File: src/rtl/lirq_pkg.sv
package lirq_pkg;
  localparam int CTL_W        = 32;
  localparam int FPE_EN_BIT   = 13;
  localparam int KBD_LAT_BIT  = 12;
  localparam logic [CTL_W-1:0] CTL_WMASK = 32'h0300_3000;

  typedef struct packed {
    logic fpe_en;
    logic kbd_latch_en;
  } lirq_ctl_t;
endpackage

File: src/rtl/lirq_sync.sv
module lirq_sync #(
  parameter int          WIDTH  = 1,
  parameter int          STAGES = 2,
  parameter logic [WIDTH-1:0] INIT = '0
) (
  input  logic             clk,
  input  logic             rst,
  input  logic [WIDTH-1:0] d,
  output logic [WIDTH-1:0] q
);
  logic [WIDTH-1:0] st [STAGES];

  always_ff @(posedge clk) begin
    if (rst) begin
      for (int i = 0; i < STAGES; i++) st[i] <= INIT;
    end else begin
      st[0] <= d;
      for (int i = 1; i < STAGES; i++) st[i] <= st[i-1];
    end
  end

  assign q = st[STAGES-1];
endmodule

File: src/rtl/lirq_ctlreg.sv
module lirq_ctlreg
  import lirq_pkg::*;
(
  input  logic             clk,
  input  logic             rst,
  input  logic             wr,
  input  logic [CTL_W-1:0] wdata,
  output logic [CTL_W-1:0] rdata,
  output lirq_ctl_t        ctl
);
  logic [CTL_W-1:0] ctl_q;

  always_ff @(posedge clk) begin
    if (rst)     ctl_q <= '0;
    else if (wr) ctl_q <= wdata & CTL_WMASK;
  end

  assign rdata            = ctl_q;
  assign ctl.fpe_en       = ctl_q[FPE_EN_BIT];
  assign ctl.kbd_latch_en = ctl_q[KBD_LAT_BIT];


  wr_mask_chk: assert property (@(posedge clk) disable iff (rst)
    wr |=> (rdata == ($past(wdata) & CTL_WMASK)));
endmodule

File: src/rtl/lirq_fpe_path.sv
module lirq_fpe_path (
  input  logic clk,
  input  logic rst,
  input  logic en,
  input  logic err_act,
  input  logic clr,
  output logic irq13,
  output logic ignne_n
);
  logic pend_q;

  always_ff @(posedge clk) begin
    if (rst)      pend_q <= 1'b0;
    else if (!en) pend_q <= 1'b0;
    else          pend_q <= err_act | (pend_q & ~clr);
  end

  assign irq13   = pend_q;
  assign ignne_n = ~pend_q;


  fpe_set_chk: assert property (@(posedge clk) disable iff (rst)
    (en && err_act) |=> irq13);

  fpe_sticky_chk: assert property (@(posedge clk) disable iff (rst)
    (en && irq13 && !clr) |=> irq13);

  fpe_off_chk: assert property (@(posedge clk) disable iff (rst)
    !en |=> (!irq13 && ignne_n));
endmodule

File: src/rtl/lirq_kbd_path.sv
module lirq_kbd_path (
  input  logic clk,
  input  logic rst,
  input  logic latch_en,
  input  logic irq_s,
  input  logic clr,
  output logic irq1
);
  logic prev_q;
  logic out_q;
  logic rise;

  assign rise = irq_s & ~prev_q;

  always_ff @(posedge clk) begin
    if (rst) begin
      prev_q <= 1'b0;
      out_q  <= 1'b0;
    end else begin
      prev_q <= irq_s;
      if (latch_en) out_q <= rise | (out_q & ~clr);
      else          out_q <= irq_s;
    end
  end

  assign irq1 = out_q;


  kbd_latch_chk: assert property (@(posedge clk) disable iff (rst)
    (latch_en && irq1 && !clr) |=> irq1);

  kbd_bypass_chk: assert property (@(posedge clk) disable iff (rst)
    !latch_en |=> (irq1 == $past(irq_s)));

  kbd_setwin_chk: assert property (@(posedge clk) disable iff (rst)
    (latch_en && rise) |=> irq1);
endmodule

File: src/rtl/lirq_ctrl.sv
module lirq_ctrl
  import lirq_pkg::*;
#(
  parameter int                IO_AW       = 16,
  parameter logic [IO_AW-1:0]  FPE_CLR_IO  = 16'h00F0,
  parameter logic [IO_AW-1:0]  KBD_DATA_IO = 16'h0060,
  parameter int                SYNC_STAGES = 2
) (
  input  logic             clk,
  input  logic             rst,
  input  logic             reg_wr,
  input  logic [CTL_W-1:0] reg_wdata,
  output logic [CTL_W-1:0] reg_rdata,
  input  logic [IO_AW-1:0] io_addr,
  input  logic             io_rd,
  input  logic             io_wr,
  input  logic             ferr_n,
  input  logic             irq1_in,
  output logic             irq1_out,
  output logic             irq13_out,
  output logic             ignne_n
);
  lirq_ctl_t  ctl;
  logic [1:0] raw_s;
  logic       fpe_clr;
  logic       kbd_clr;

  lirq_ctlreg u_reg (
    .clk   (clk),
    .rst   (rst),
    .wr    (reg_wr),
    .wdata (reg_wdata),
    .rdata (reg_rdata),
    .ctl   (ctl)
  );

  lirq_sync #(.WIDTH(2), .STAGES(SYNC_STAGES), .INIT(2'b01)) u_sync (
    .clk (clk),
    .rst (rst),
    .d   ({irq1_in, ferr_n}),
    .q   (raw_s)
  );

  assign fpe_clr = io_wr && (io_addr == FPE_CLR_IO);
  assign kbd_clr = io_rd && (io_addr == KBD_DATA_IO);

  lirq_fpe_path u_fpe (
    .clk     (clk),
    .rst     (rst),
    .en      (ctl.fpe_en),
    .err_act (~raw_s[0]),
    .clr     (fpe_clr),
    .irq13   (irq13_out),
    .ignne_n (ignne_n)
  );

  lirq_kbd_path u_kbd (
    .clk      (clk),
    .rst      (rst),
    .latch_en (ctl.kbd_latch_en),
    .irq_s    (raw_s[1]),
    .clr      (kbd_clr),
    .irq1     (irq1_out)
  );


  fpe_release_chk: assert property (@(posedge clk) disable iff (rst)
    $fell(irq13_out) |-> ($past(fpe_clr) || !$past(ctl.fpe_en)));
endmodule

File: config.mk
export PLATFORM = sky130hd
export DESIGN_NAME = lirq_ctrl
export DESIGN_NICKNAME = d
export VERILOG_FILES = /design/src/rtl/lirq_pkg.sv /design/src/rtl/lirq_sync.sv /design/src/rtl/lirq_ctlreg.sv /design/src/rtl/lirq_fpe_path.sv /design/src/rtl/lirq_kbd_path.sv /design/src/rtl/lirq_ctrl.sv
export SDC_FILE = /design/constraint.sdc
export NUM_CORES = 1
export LEC_CHECK = 0
export BUFFER_PORTS_ARGS = -buffer_cell sky130_fd_sc_hd__buf_2
export CELL_PAD_IN_SITES_DETAIL_PLACEMENT = 1
export CELL_PAD_IN_SITES_GLOBAL_PLACEMENT = 2
export CORE_ASPECT_RATIO = 0.8
export CORE_MARGIN = 1.5
export CORE_UTILIZATION = 13
export CTS_CLUSTER_SIZE = 30
export DETAILED_ROUTE_END_ITERATION = 8
export GPL_ROUTABILITY_DRIVEN = 0
export HOLD_SLACK_MARGIN = 0.15
export PLACE_DENSITY_LB_ADDON = 0.1
export SLEW_MARGIN = 20
export SYNTH_ARGS = -nofsm -noshare
export SYNTH_HDL_FRONTEND = slang
export SYNTH_SLANG_ARGS = --single-unit
File: constraint.sdc
create_clock -name clk -period 1.4 [get_ports clk]
set_input_delay 0.14 -clock clk [delete_from_list [all_inputs] [get_ports clk]]
set_output_delay 0.14 -clock clk [all_outputs]
set_load 0.005 [all_outputs]
==> results of run 1 <==
==> worst max-delay path, cell delays in order <==
cell and delay [ns]:
buf_2 0.09, or4_1 0.57, nor4_4 0.27, a221oi_1 0.11
==> state kept, by name, indices dropped and copies added (netlist names) <==
register      cells
u_fpe.irq13       1
u_kbd.irq1        1
u_kbd.prev_q      1
u_reg.rdata       4
u_sync.st         4
==> metrics by stage <==
stage	area (µm²)	setup WS, ns	utilization [%]
2_1_floorplan	757	0.241	-
3_3_place_gp	764	0.0529	16.2
3_5_place_dp	764	0.0535	16.2
4_1_cts	860	0.307	18.3
5_1_grt	860	0.267	18.3
6_report	860	0.320	18.3
==> final timing paths <==
path	startpoint	depth (start not counted)	slack [ns]	to
worst max-delay path	io_addr[3]	4	0.32	u_fpe.irq13
worst min-delay path	reg_wdata[24]	3	0.15	u_reg.rdata[24]
worst max register to register	u_sync.st[0][2]	2	0.58	u_fpe.irq13
worst min register to register	u_sync.st[0][0]	1	0.41	u_sync.st[0][2]
==> layout make-up <==
| type | count | area (µm²) | share of cell area (%) |
|---|---|---|---|
| repair buffers | 38 | 215 | 25.0 |
| flip-flops and latches | 11 | 220 | 25.6 |
| inverters | 1 | 3.75 | 0.437 |
| clock buffers | 4 | 45.0 | 5.24 |
| multi-input cells | 55 | 300 | 34.9 |
| well taps | 60 | 75.1 | 8.73 |
==> cell usage in the layout, fill, tap and decap left out, types with 2 or more instances in the layout <==
master,netlist,final
dfxtp_1,11,11
conb_1,1,28
mux2i_1,4,4
or4_1,2,2
clkbuf_8,0,3
nor2_1,4,4
dlygate4sd3_1,0,5
buf_2,0,33
nor2b_1,3,3
or2_2,2,2
nand2_1,4,4
==> layer usage <==
metal	GRT usage, %	share of wire [%]	up-vias
met1	5.78	38	237
li1	-	-	251
met3	3.01	10	2
met2	7.93	51	25
met4	1.91	0.91	0
met5	0	0	-
==> logic make-up (layout without fill, tap and decap cells) <==
kind of cell           after synthesis  count (layout)  synth area share, %
buffers and inverters               33              43                 36.1
and+or+nand+nor                     20              20                 20.0
DFF                                 11              11                 33.6
muxes                                4               4                 6.11
AOI/OAI and AO/OA                    3               3                 3.63
other                                1              28                0.572
==> where the power goes <==
part	total [µW]	switching (µW)	internal (µW)
registers	334	6.07	328
logic	104	49.0	55.2
clock network	320	120	200
==> Yosys cell counts <==
master,number
nand2b_1,1
nor3b_1,1
buf_4,30
or4_1,2
and4_1,1
conb_1,1
mux2i_1,4
a2bb2oi_1,1
clkbuf_1,2
nand2_1,4
dfxtp_1,11
a31oi_1,1
nor4_4,1
nor2_1,4
inv_1,1
a221oi_1,1
or2_2,2
nor2b_1,3
or4_4,1
==> repair_timing <==
action                                 4_1_cts  5_1_grt
setup buffers                                0        0
endpoints found under the hold margin        5        0
hold buffers                                 5        0
==> results.cfg, run 1 <==
[floorplanning]
die_x_um = 82.4
rows = 22
fp.dieH_um = 66.5
pin_count = 90
core_area_um2 = 4710
initial_utilization_pct = 13.9
fp.dieArea_um2 = 5480

[place]
dp.cells = 160
dp_hpwl_mm = 1.20
port_buffers = 33

[timing]
timing.fmax_mhz = 926
fin_skew_ns = 0.00268
period_share_pct = 77.1
period_needed_ns = 1.08
rsz0062_at_grt = false
holdWs_ns = 0.147
slew_viol_final = 0
hold_viol = 0
setup_viol = 0
tns_ns = 0

[layout]
final_nets = 165
fill_cells = 573
fin_cells = 169
area_growth_syn_to_layout_pct = 31.1
drive_gt1_share_pct = 36.7
diodes = 0

[synth]
synth_area_um2 = 656
yosys_warnings = 0
synth_area_leaders = buf_4, dfxtp_1, mux2i_1
synth_cell_types = 19
syn_inst = 72
yosysSeqAreaShare_pct = 33.6
synth_seq_cells = 11
synth_top_area_share_pct = 34.4
avgSynthCellArea_um2 = 9.11
synth_top_area_cell = buf_4

[clock_tree]
clock-sinks = 11
cts_inserted_buffers = 3
clk-insertion-delay-late_ns = 0.24
root_buffer = clkbuf_8
h-tree-depth = 1
cts_resized = 0
clockBufferDepth = 2
clk_pin_slew_ns = 0.05
cts_tree = yes

[global_routing]
grt_pass1_vias = 429
grt_util_all_layers_pct = 5.14
grt_max_degree = 12
grt_pass1_wl_mm = 2.03
gr-total-overflow = 0
antenna_found_initial = 0

[setup_path]
required_ns = 1.51
endpoint_kind = flop
cp_max_fo = 2
cp-start-kind = input pin
critical_path_class = input pin to flop
worst_ep_arrival_time_ns = 1.19

[run_status]
outcome = finished, final reports clean

[flow_run]
cap_violations = 0

[pwr]
powerDensity_nw_per_um2 = 882
ir_drop_mv = 0.330
p_leak_uw = 0.000433
total_power_uw = 758

[route]
wl_per_cell_um = 8.41
firstDrtPassIters = 2
vias_per_cell = 3.05
drc = 0
routed_wl_mm = 1.42
ant_nets = 0
drtIter0Drc = 5
vias = 515

[worst_hold_path]
hp-class = input pin to flop
(Power assumes the default switching activity.)
==> run 2, diff against run 1 <==
Settings changed: ABC_AREA set to 1, CORE_UTILIZATION 13 to 11.
Clock period 1.4 ns to 0.9 ns, I/O delays scaled along.
==> results.cfg, run 2 <==
[setup_path]
cp-start-kind = input pin
critical_path_class = input pin to flop
reg2reg_from = u_sync.st[0][0]
required_ns = 1.03
slowest_delay_ns = 0.53
crit_chain = dlygate4sd3_1 -> buf_2 -> or2_2
slowest_stage = dlygate4sd3_1
endpoint_kind = flop
worst_ep_arrival_time_ns = 0.99
cp_max_fo = 1
critical_path.startpoint = ferr_n

[synth]
syn_inst = 97
synth_most_common_cell = buf_4
synth_area_um2 = 684
synth_edf_count = 0
synth_cell_types = 13
synth_seq_cells = 11
synth_area_leaders = buf_4, dfxtp_1, nor2_1
synth.top_cells.by_count = buf_4, nor2_1, nand2_1
yosysSeqAreaShare_pct = 32.2
synth_top_area_share_pct = 32.9
synth_ff_type = dfxtp_1
avgSynthCellArea_um2 = 7.06
synth_top_area_cell = buf_4
yosys_warnings = 0
synth-async-reset-ratio_pct = 0

[pwr]
seq_power_share_pct = 43.6
ir_drop_mv = 0.518
p_switching_uw = 296
p_leak_uw = 0.000486
switching_share_pct = 24.7
intPower_uw = 904
powerDensity_nw_per_um2 = 1290
p_clk_share_pct = 41.4
combPwrFrac_pct = 15.0

[clock_tree]
cts_resized = 0
cts_inserted_buffers = 3
clk_pin_slew_ns = 0.06
clock-sinks = 11
cts_tree = yes
clockBufferDepth = 2
cts_hold_buffers = 6
clk-insertion-delay-late_ns = 0.24
h-tree-depth = 1
root_buffer = clkbuf_8
post-cts-setup-buffer-count = 0

[layout]
layout_common_cells = buf_2, conb_1, nor2_1, nand2_1
diodes = 0
final_cell_area_um2 = 933
fill_cells = 741
final_nets = 193
final_util_pct = 15.7
area_growth_syn_to_layout_pct = 36.4
final_common_cell = buf_2
drive_gt1_share_pct = 29.9

[global_routing]
grt_pass1_wl_mm = 2.43
grt_util_all_layers_pct = 4.80
antenna_found_initial = 0
grt_pass1_vias = 526
gr-total-overflow = 0
grt_max_degree = 8

[floorplanning]
pin_count = 90
rows = 25
fp.dieH_um = 73.6
initial_utilization_pct = 11.5
fp.dieArea_um2 = 6710
core_area_um2 = 5940
die_x_um = 91.2

[route]
drtIter0Drc = 14
drc = 0
wl_per_cell_um = 7.53
routed_wl_mm = 1.64
vias_per_cell = 2.73
vias = 595
firstDrtPassIters = 3
ant_nets = 0

[worst_hold_path]
hp-start = rst
hp-class = input pin to flop

[place]
dp_hpwl_mm = 1.40
place_ws_ns = 0.0447
placed_cell_area_um2 = 827
port_buffers = 33

[timing]
timing.fmax_mhz = 1160
hold_viol = 0
fin_skew_ns = 0.00634
slew_viol_final = 0
period_share_pct = 95.7
period_needed_ns = 0.861
setup_slack_ns = 0.0386
setup_viol = 0
rsz0062_at_grt = false
tns_ns = 0

[run_status]
outcome = finished, final reports clean

[flow_run]
cap_violations = 0
[run 2: changes by cell type after synthesis, moves of 3 or more]
cell,delta
nor2_1,+15
inv_1,+10
nand2_1,+9
mux2i_1,-4
o21ai_0,+4
nor2b_1,-3
[run 2: per-stage QoR]
step,instances,total power [µW],hold WS (ns)
detailed placement,208,693,0.283
global route,218,1300,0.102
global placement,208,691,0.276
finish,218,1200,0.0997
CTS,218,1240,0.0964
floorplan,124,699,0.161
[run 2: worst max-delay path, delay by kind of cell]
| family | cells | cell delay, ns |
|---|---|---|
| buf+inv | 2 | 0.64 |
| simple gates | 1 | 0.26 |
[run 2: cells by family (layout without fill, tap and decap cells)]
family / Yosys count / in the layout / share of synthesized area, %
buffers and inverters: 41 / 54 / 38.9
and+or+nand+nor: 39 / 39 / 24.7
DFF: 11 / 11 / 32.2
AOI/OAI and AO/OA: 5 / 5 / 3.66
other: 1 / 28 / 0.548
[run 2: worst paths after layout]
check                                        to  slack [ns]  cells past startpoint
worst max-delay path            u_sync.st[0][0]        0.04                      3
worst min-delay path            u_sync.st[0][3]         0.1                      2
worst max register to register  u_sync.st[0][2]        0.22                      1
worst min register to register      u_fpe.irq13        0.40                      1
[run 2: power by group through the flow]
stage | clock, µW | sequential [µW] | combinational (µW)
2_1_floorplan | 0 | 532 | 167
3_5_place_dp | 0 | 533 | 159
6_report | 497 | 523 | 180
3_3_place_gp | 0 | 533 | 158
4_1_cts | 534 | 523 | 180
5_1_grt | 565 | 525 | 207
[run 2: layer usage]
| layer | up-vias | track usage [%] | wire length (µm) |
|---|---|---|---|
| met2 | 39 | 6.38 | 655 |
| met4 | 0 | 2.60 | 25 |
| met1 | 245 | 6.12 | 770 |
| li1 | 309 | - | - |
| met3 | 2 | 2.59 | 191 |
| met5 | - | 0 | 0 |
[run 2: cell type report]
type	count	area (µm²)	share of cell area, %
Multi-Input combinational cell	72	299	32.0
Timing Repair Buffer	39	225	24.1
Sequential cell	11	220	23.6
Tap cell	81	101	10.9
Clock buffer	3	41.3	4.42
Inverter	11	41.3	4.42
Clock inverter	1	5.00	0.536
==> run 3, diff against run 2 <==
Settings changed: SETUP_SLACK_MARGIN set to 0.4.
==> results.cfg, run 3 (synthesis gave the netlist of run 2 again) <==
[setup_path]
required_ns = 0.81
slowest_stage = dfxtp_4
slowest_delay_ns = 0.35
worst_ep_arrival_time_ns = 0.72
endpoint_kind = output port
cp-start-kind = flop
r2r_setup_slack_ns = 0.13
cp_max_fo = 3
critical_path_class = flop to output port
crit_chain = inv_2 -> buf_6

[place]
dp_hpwl_mm = 1.39
dp.cells = 208
placed_cell_area_um2 = 837
place_ws_ns = 0.0955
port_buffers = 33

[run_status]
outcome = finished, final reports clean

[route]
vias = 606
firstDrtPassIters = 2
vias_per_cell = 2.79
drc = 0
wl_per_cell_um = 7.37
routed_wl_mm = 1.60
ant_nets = 0
drtIter0Drc = 5

[layout]
fill_cells = 753
diodes = 0
final_util_pct = 17.1
final_common_cell = buf_2
drive_gt1_share_pct = 50.7
final_cell_area_um2 = 1020
fin_cells = 217
final_nets = 192
area_growth_syn_to_layout_pct = 48.6
layout_common_cells = buf_2, conb_1, nor2_1, nand2_1, inv_1

[timing]
period_share_pct = 90.4
fin_skew_ns = 0.00251
rsz0062_at_grt = true
hold_viol = 0
period_needed_ns = 0.814
timing.fmax_mhz = 1230
slew_viol_final = 0
setup_viol = 0
tns_ns = 0
setup_slack_ns = 0.0860

[clock_tree]
h-tree-depth = 1
clock-sinks = 11
root_buffer = clkbuf_8
clk_pin_slew_ns = 0.05
cts_inserted_buffers = 3
clockBufferDepth = 2
clk-insertion-delay-late_ns = 0.23
cts_tree = yes

[global_routing]
gr-total-overflow = 0
grt_pass1_vias = 630
grt_util_all_layers_pct = 5.13
grt_pass1_wl_mm = 2.66
grt_max_degree = 8
antenna_found_initial = 0

[pwr]
p_leak_uw = 0.000517
ir_drop_mv = 0.562
powerDensity_nw_per_um2 = 1200

[flow_run]
cap_violations = 0

[floorplanning]
initial_utilization_pct = 11.5
fp.dieArea_um2 = 6710
die_x_um = 91.2
pin_count = 90
core_area_um2 = 5940
rows = 25
fp.dieH_um = 73.6

[worst_hold_path]
hp-class = input pin to flop
-- run 3: cell types whose count changed in the layout (fill, tap and decap cells not counted), moves of 3 or more --
| cell | change |
|---|---|
| inv_1 | -3 |
| nor2_1 | -4 |
| buf_2 | -4 |
| dlygate4sd3_1 | -6 |
| nand2_1 | -4 |
| buf_6 | +7 |
| dfxtp_2 | +6 |
| o21ai_2 | +4 |
| o21ai_0 | -4 |
| dfxtp_1 | -8 |
| inv_2 | +3 |
| nor2_2 | +3 |
-- run 3: timing repair --
item / in CTS / in global routing
setup endpoints to repair: 15 / 16
setup buffers: 4 / 1
resized for setup: 12 / 20
hold endpoints to repair: 8 / 7
pin swaps: 1 / 4
-- run 3: cell type report --
class / count / area, µm² / area share [%]
Inverter: 11 / 41.3 / 4.06
Tap cell: 81 / 101 / 9.96
Clock buffer: 4 / 45.0 / 4.43
Multi-Input combinational cell: 72 / 355 / 34.9
Timing Repair Buffer: 38 / 239 / 23.5
Sequential cell: 11 / 235 / 23.1
-- run 3: critical path, delay by kind of cell (launching register included) --
family | cells | cell delay, ns
buffers and inverters | 2 | 0.14
flip-flops | 1 | 0.35
-- run 3: path summary, 6_finish.rpt --
check	from	endpoint	cells past startpoint
worst max-delay path	u_fpe.irq13	ignne_n	2
worst min-delay path	ferr_n	u_sync.st[0][0]	2
worst max register to register	u_fpe.irq13	u_fpe.irq13	4
worst min register to register	u_sync.st[0][2]	u_fpe.irq13	1
-- run 3: per-stage QoR --
step                      hold slack [ns]  power, µW
after global placement              0.281        699
after CTS                          0.0402       1240
after global routing               0.0521       1320
final                              0.0470       1220
after floorplan                     0.161        709
after detailed placement            0.284        704
-- run 3: power breakdown --
group | internal, µW | switching, µW | leakage [µW] | total [µW]
combinational | 104 | 107 | 0.000400 | 211
clock | 310 | 172 | 0.0000228 | 482
sequential | 512 | 16.1 | 0.0000941 | 528
-- run 3: metal layers --
layer	up-vias	track usage (%)	wire, µm
met4	0	1.04	11
met5	-	0	0
met1	258	5.56	642
met3	2	2.69	191
li1	311	-	-
met2	35	9.04	754
